## src/rtl/dma_regfile.sv

```systemverilog
module dma_regfile #(
  parameter int NCH = 4,
  parameter int AW  = 16
) (
  input  logic              clk,
  input  logic              rst,
  input  logic              cs_n,
  input  logic              ior_n,
  input  logic              iow_n,
  input  logic              hlda,
  input  logic [3:0]        addr,
  input  logic [7:0]        din,
  output logic [7:0]        dout,
  input  logic [NCH-1:0]    eng_tc,
  input  logic [NCH-1:0]    eng_dreq,
  input  logic              eng_cur_we,
  input  logic [1:0]        eng_cur_ch,
  input  logic [AW-1:0]     eng_cur_addr,
  input  logic [AW-1:0]     eng_cur_cnt,
  input  logic              eng_tmp_we,
  input  logic [7:0]        eng_tmp_d,
  output logic [7:0]        cmd,
  output logic [6*NCH-1:0]  mode_all,
  output logic [NCH-1:0]    mask,
  output logic [NCH-1:0]    sw_req,
  output logic [AW*NCH-1:0] base_addr_all,
  output logic [AW*NCH-1:0] cur_addr_all,
  output logic [AW*NCH-1:0] base_cnt_all,
  output logic [AW*NCH-1:0] cur_cnt_all
);

  logic [AW-1:0] base_a [NCH];
  logic [AW-1:0] cur_a  [NCH];
  logic [AW-1:0] base_c [NCH];
  logic [AW-1:0] cur_c  [NCH];
  logic [5:0]    mode   [NCH];
  logic [NCH-1:0] tcf;
  logic [7:0]    temp;
  logic          ptr, iow_q, ior_q;

  wire       prog  = !cs_n && !hlda;
  wire       wr_go = prog && !iow_q && iow_n;
  wire       rd_go = prog && !ior_q && ior_n;
  wire [1:0] ch    = addr[2:1];
  wire [AW-1:0] rd_word = addr[0] ? cur_c[ch] : cur_a[ch];

  always_ff @(posedge clk) begin
    if (rst) begin
      iow_q <= 1'b1;
      ior_q <= 1'b1;
      ptr   <= 1'b0;
      cmd   <= '0;
      tcf   <= '0;
      sw_req <= '0;
      temp  <= '0;
      mask  <= '1;
      for (int i = 0; i < NCH; i++) begin
        base_a[i] <= '0; cur_a[i] <= '0;
        base_c[i] <= '0; cur_c[i] <= '0;
        mode[i]   <= '0;
      end
    end else begin
      iow_q <= iow_n;
      ior_q <= ior_n;
      if (eng_tmp_we) temp <= eng_tmp_d;
      if (eng_cur_we) begin
        cur_a[eng_cur_ch] <= eng_cur_addr;
        cur_c[eng_cur_ch] <= eng_cur_cnt;
      end
      if (rd_go) begin
        if (!addr[3]) ptr <= ~ptr;
        else if (addr == 4'h8) tcf <= '0;
      end
      if (wr_go) begin
        if (!addr[3]) begin
          ptr <= ~ptr;
          if (!addr[0]) begin
            if (ptr) begin base_a[ch][15:8] <= din; cur_a[ch][15:8] <= din; end
            else     begin base_a[ch][7:0]  <= din; cur_a[ch][7:0]  <= din; end
          end else begin
            if (ptr) begin base_c[ch][15:8] <= din; cur_c[ch][15:8] <= din; end
            else     begin base_c[ch][7:0]  <= din; cur_c[ch][7:0]  <= din; end
          end
        end else begin
          case (addr[2:0])
            3'd0: cmd <= din;
            3'd1: sw_req[din[1:0]] <= din[2];
            3'd2: mask[din[1:0]] <= din[2];
            3'd3: mode[din[1:0]] <= din[7:2];
            3'd4: ptr <= 1'b0;
            3'd5: begin
              cmd <= '0; tcf <= '0; sw_req <= '0; temp <= '0;
              ptr <= 1'b0; mask <= '1;
            end
            3'd6: mask <= '0;
            default: mask <= din[NCH-1:0];
          endcase
        end
      end
      for (int i = 0; i < NCH; i++) begin
        if (eng_tc[i]) begin
          tcf[i]    <= 1'b1;
          sw_req[i] <= 1'b0;
          if (mode[i][2]) begin
            cur_a[i] <= base_a[i];
            cur_c[i] <= base_c[i];
          end else begin
            mask[i] <= 1'b1;
          end
        end
      end
    end
  end

  always_comb begin
    dout = '0;
    if (prog && !ior_n) begin
      if (!addr[3])           dout = ptr ? rd_word[15:8] : rd_word[7:0];
      else if (addr == 4'h8)  dout = {eng_dreq | sw_req, tcf};
      else if (addr == 4'hD)  dout = temp;
    end
  end

  for (genvar g = 0; g < NCH; g++) begin : g_flat
    assign mode_all[6*g +: 6]       = mode[g];
    assign base_addr_all[AW*g +: AW] = base_a[g];
    assign cur_addr_all[AW*g +: AW]  = cur_a[g];
    assign base_cnt_all[AW*g +: AW]  = base_c[g];
    assign cur_cnt_all[AW*g +: AW]   = cur_c[g];
  end

  p_gate_r1: assert property (@(posedge clk) disable iff (rst)
    hlda |=> $stable(cmd) && $stable(mode_all));

  p_ptr_toggle_r2: assert property (@(posedge clk) disable iff (rst)
    (wr_go || rd_go) && !addr[3] |=> ptr != $past(ptr));

  p_base_hold_r3: assert property (@(posedge clk) disable iff (rst)
    !(wr_go && !addr[3]) |=> $stable(base_addr_all) && $stable(base_cnt_all));

  p_mclr_r8: assert property (@(posedge clk) disable iff (rst)
    wr_go && addr == 4'hD |=> mask == '1 && cmd == '0 && sw_req == '0 && !ptr);

  p_tc_r10: assert property (@(posedge clk) disable iff (rst)
    eng_tc != '0 |=> ((tcf & $past(eng_tc)) == $past(eng_tc)) && ((sw_req & $past(eng_tc)) == '0));

endmodule

```

## config.mk

```make
export PLATFORM = sky130hd
export DESIGN_NAME = dma_regfile
export DESIGN_NICKNAME = d
export VERILOG_FILES = /design/src/rtl/dma_regfile.sv
export SDC_FILE = /design/constraint.sdc
export NUM_CORES = 1
export LEC_CHECK = 0
export ABC_CLOCK_PERIOD_IN_PS = 5310
export CAP_MARGIN = 25
export CORE_MARGIN = 4
export CORE_UTILIZATION = 50
export CTS_BUF_LIST = sky130_fd_sc_hd__clkbuf_4 sky130_fd_sc_hd__clkbuf_8 sky130_fd_sc_hd__clkbuf_16
export CTS_CLUSTER_DIAMETER = 30
export DETAILED_ROUTE_END_ITERATION = 10
export DONT_BUFFER_PORTS = 1
export PLACE_DENSITY = 0.69
export SETUP_SLACK_MARGIN = 0.15
export SYNTH_ARGS = -nofsm -noshare
export SYNTH_HDL_FRONTEND = slang
export SYNTH_SLANG_ARGS = --single-unit
export TNS_END_PERCENT = 30
```

## constraint.sdc

```tcl
create_clock -name clk -period 5.31 [get_ports clk]
set_clock_uncertainty 0.1 [all_clocks]
set_input_delay 0.531 -clock clk [delete_from_list [all_inputs] [get_ports clk]]
set_output_delay 0.531 -clock clk [all_outputs]
set_load 0.005 [all_outputs]
```

Word-level counts from Yosys, hierarchy flattened
Memory sizes are Yosys's and may differ from the RTL's.
Cells that the tools add are included.

storage, ports and cells
  bits in registers = 31
  latch bits = 0
  bits in writable memories = 280
  bits in read-only memories = 0
  input port bits = 70
  output and inout bits = 304
  word-level logic and storage cells = 321
  memories = 5

memories
  name    depth  width  rd ports  clocked after memory_dff  wr ports  RTL line  source
  base_a  4      16     4         0                         4         32        logic [AW-1:0] base_a [NCH];
  base_c  4      16     4         0                         4         34        logic [AW-1:0] base_c [NCH];
  cur_a   4      16     5         0                         6         33        logic [AW-1:0] cur_a [NCH];
  cur_c   4      16     5         0                         6         35        logic [AW-1:0] cur_c [NCH];
  mode    4      6      4         0                         4         36        logic [5:0] mode [NCH];

cells by class
  add/subtract/negate cells = 0
  multiply operators = 0
  divide/modulo/power cells = 0
  order comparisons = 2
  equal/unequal tests = 32
  shift operators = 0
  mux-type cells = 111
  bitwise operators = 134
  reduce and logical (&&, ||, !) cells = 26

operator list
  operator               count
  $mux W16               11
  $mux W8                13
  $and A1 B1 Y1          76
  $mux W1                67
  $eq A2 B2 Y1 const B   24
  $not A1 Y1             41
  $mux W4                8
  $reduce_or A16 Y1      2
  $pmux W4 S4            1
  $pmux W8 S2            1
  $or A1 B1 Y1           12
  $mux W2                5
  $reduce_or A2 Y1       5
  $eq A3 B3 Y1 const B   3
  $bwmux W4              2
  $eq A4 B4 Y1 const B   2
  $pmux W4 S2            1
  $logic_and A1 B1 Y1    7
  $eq A3 B2 Y1 const B   2
  $mux W6                1
  $reduce_and A3 Y1      2
  $reduce_or A6 Y1       1
  $logic_not A1 Y1       5
  $and A1 B1 Y1 const A  4
  other kinds (8)        9

Logic depth before layout (Yosys ltp)
  depth after elaboration = 12
  mapped depth = 7
  gate-level depth less buffers = 4

Worst setup path after synthesis
OpenSTA, ideal clock, no wires.

  kind = input to register
  start point = input port hlda
  end point = memory cur_c[3][0] (enable)
  library setup time = 0.335 ns
  arrival time = 2.245 ns
  data required time = 4.875 ns
  setup slack = 2.631 ns
  stages = 5
  buffers on the path = 1
  path through = buf_6 -> nor3b_4 -> o2111ai_4 -> nor4_4 -> nand2b_1

RTL lines
  element             RTL line  source
  start: declaration  10        input logic hlda,
  end: declaration    35

Worst setup path in the final report
  start point = register ptr
  end point = output port dout[6]

on the way
  cells in the longest elaborated chain, start to end = 3

RTL lines
  element                   RTL line  source
  start: declaration        39        logic ptr, iow_q, ior_q;
  start signal: assignment  71        if (!addr[3]) ptr <= ~ptr;
  start signal: assignment  76        ptr <= ~ptr;
  $mux W8 (2 in series)     118       if (!addr[3]) dout = ptr ? rd_word[15:8] : rd_word[7:0];
  $mux W8                   117       if (prog && !ior_n) begin
  end: declaration          13        output logic [7:0] dout,

No other way between the ends.

==> results.json <==
{
  "yosys.area.top_type_share_pct": 53.8,
  "synth.net_count": 1235,
  "slew_viol_final": 0,
  "crit_path_kind": "reg -> out",
  "worst_hold_path.num_cells": 2,
  "slew_headroom_pct": 25.1,
  "vertical_extent_of_the_die_um": 185,
  "crit_path_cell_trace": "nor4_1 -> and3_1 -> a31oi_1 -> a32oi_1",
  "yosys-top-cells-count": "280 x edfxtp_1, 128 x a22o_1, 119 x mux2_2, 114 x and2_1, 84 x clkbuf_1",
  "yosys.cell_count.top_type": "edfxtp_1",
  "critPathMaxStageDelay_ps": 790,
  "achievable-frequency_mhz": 314,
  "pwr-share-seq_pct": 38.2,
  "worst_path_max_delay_cell": "nor4_1",
  "placement_rows": 64,
  "worst_ep_required_time_ps": 4680,
  "initial_utilization_pct": 50.9,
  "netlist.top_cell.by_area": "edfxtp_1",
  "final_layout_size_suffix_gt1_share_pct": 27.0,
  "netlist_area_sq_mm": 0.0156,
  "ys.warnings.count": 0,
  "post_dp_cell_area_sq_mm": 0.0159,
  "worstSetupEndpoint": "dout[6]",
  "synth-main-ff-cell": "edfxtp_1",
  "insertion_delay_to_the_later_sink_of_the_worst_skew_pair_ps": 560,
  "nets": 1232,
  "holdCritPathClass": "in -> reg",
  "finalCritPeriodShare_pct": 60.0,
  "ff2ff_setup_slack_ps": 2280,
  "final_layout_setup_total_negative_slack_ps": 0,
  "die-width_um": 185,
  "intPower_uw": 5930,
  "max-clock-path-buffers": 3,
  "detailedRoute.firstIterationViolations": 1582,
  "place.gp.congestion": 0.887,
  "floorplan.io_pins": 374,
  "final-hold-violation-count": 0,
  "grt_max_degree": 68,
  "grt_antenna_before_repair": 1,
  "p_leak_uw": 0.00720,
  "run_status": "finished, final reports clean",
  "synthTopCellsByArea": "edfxtp_1 54%, mux2_2 8.6%, a22o_1 7.2%, and2_1 4.6%, dfxtp_1 4.0%",
  "reg2reg_from": "mode[0][2]",
  "synth_cell_type_count": 65,
  "cp-start-kind": "flop",
  "finish.utilization_pct": 59.9,
  "pwr_density_cell_mw_per_mm2": 416,
  "detailed_route_via_count": 11100,
  "clkSlewWorstSetupHoldPaths_ps": 40,
  "avgViaCountPerCell": 6.86,
  "die-area_sq_mm": 0.0342,
  "cap_viol_max_count": 0,
  "avgRoutedWirePerCell_um": 36.5,
  "cts_root_buffer": "clkbuf_16",
  "grt_util_all_layers_pct": 33.2,
  "net_load_switching_power_uw": 1730,
  "critPathArrivalTime_ps": 2550,
  "detailedRoute.firstPassIterationCount": 5,
  "h_tree_depth": 3,
  "buffers_inserted_by_post_cts_timing_repair": 0,
  "startpoint": "ptr",
  "global_route.overflow_total": 0,
  "place.detailed.instances": 1477,
  "reg2reg_depth": 5,
  "path_max_fanout": 18,
  "design.core.area_sq_mm": 0.0307,
  "mean_post_synth_cell_area_sq_um": 13.4,
  "place_hpwl_mm": 41.3,
  "postSynthRegisterBits": 311,
  "antenna_violating_nets_post_route": 0,
  "port-buffer-count": 0,
  "cts_tree": "built",
  "fin_cells": 1614,
  "rsz_0062_raised_after_global_routing": "false",
  "pwr-share-clk_pct": 58.0,
  "edff_count_synth": 280,
  "grt_first_pass_wirelength_mm": 81.7,
  "final.min_clock_period_ps": 3180,
  "postSynthCellCount": 1165,
  "area_growth_pct": 17.8,
  "worst_pin_slew_ps": 1110,
  "setup_violations": 0,
  "async_reset_ff_share_pct": 0,
  "routed_wl_mm": 59.0,
  "combPwrFrac_pct": 3.8,
  "antenna_cells_inserted": 0,
  "tritoncts.num_buffers": 69,
  "first_global_vias": 10800,
  "crit-reg2reg-capture": "cur_c[3][6]",
  "final_area_sq_mm": 0.0184,
  "synth.yosys.seq_area_share_pct": 57.7,
  "final.fill_count": 2398,
  "worst_setup_path_end_kind": "primary output",
  "power.share.switching_pct": 22.6,
  "numClockSinks": 311,
  "post-route-drc-count": 0,
  "ir_drop_mv": 0.266
}
## power groups by stage
stage	combinational [uW]	sequential (uW)	clock (uW)
final	292	2930	4440
after floorplan	246	2880	0
after CTS	288	2920	4450
after detailed placement	278	2970	0
after global placement	271	2970	0
after global routing	308	2930	4580
## per-layer routing
layer  track usage [%]  up-vias  routed length, um
li1                  -     4553                  -
met1              38.9     5441              19700
met2              52.0      903              26800
met3              18.0      171               9800
met4              12.2        2               2580
met5                 0        -                 13
## layout by cell type, fill, tap and decap left out, drive strengths merged, types with 14 or more instances in the layout
cell,instances
nand2b,15
nor3,19
a22o,128
clkinv,28
mux4,22
a22oi,24
nand2,38
clkbuf,77
or2,14
and2,114
mux2i,34
dfxtp,31
and3,30
nor2,45
inv,17
buf,17
a21oi,14
edfxtp,280
mux2,132
## worst min-delay path by stage
stage / startpoint / end / slack (ps)
3_3_place_gp: temp[6] / temp[6] / 380
6_report: rst / mask[2] / 30
3_5_place_dp: temp[5] / temp[5] / 390
2_1_floorplan: temp[4] / temp[4] / 360
5_1_grt: rst / mask[2] / 10
4_1_cts: rst / mask[2] / 7
## critical path: cells and delay by family, from the launching register on
kind / cells / cell delay (ps)
AO/OA/AOI/OAI: 2 / 430
flip-flops: 1 / 520
AND/OR/NAND/NOR: 2 / 1060
## what timing repair did
| action | CTS | global route |
|---|---|---|
| resized for setup | 0 | 0 |
| hold endpoints to repair | 19 | 0 |
| hold buffers | 9 | 0 |
## cell families after synthesis
| group | after synthesis | share of synthesized area [%] |
|---|---|---|
| AO/OA/AOI/OAI | 228 | 11.9 |
| buffers and inverters | 111 | 2.81 |
| flip-flops | 311 | 57.7 |
| multiplexers | 188 | 15.0 |
| AND/OR/NAND/NOR | 327 | 12.6 |
## layout make-up
cell class,instances,area [sq um],area share (%)
clock buffer,76,1820,9.88
clock inverter,51,602,3.27
inverter,10,37.5,0.204
multi-input combinational,743,6220,33.7
sequential,311,9030,49.0
tap,396,495,2.69
timing repair buffer,27,228,1.24
## through the flow
stage	hold WS, ps	setup slack (ps)	total power, uW
after floorplan	360	2630	3130
after global placement	381	2180	3240
after detailed placement	392	2150	3240
after CTS	6.76	2160	7660
after global routing	12.9	2080	7820
final	27.1	2130	7660
## state kept, by name, indices dropped and copies added (netlist names)
register / count
mode: 24
cur_c: 64
mask: 4
temp: 8
cur_a: 64
ptr: 1
iow_q: 1
cmd: 8
ior_q: 1
base_c: 64
base_a: 64
tcf: 4
sw_req: 4
Note: power is estimated with default switching activity, not from simulation.
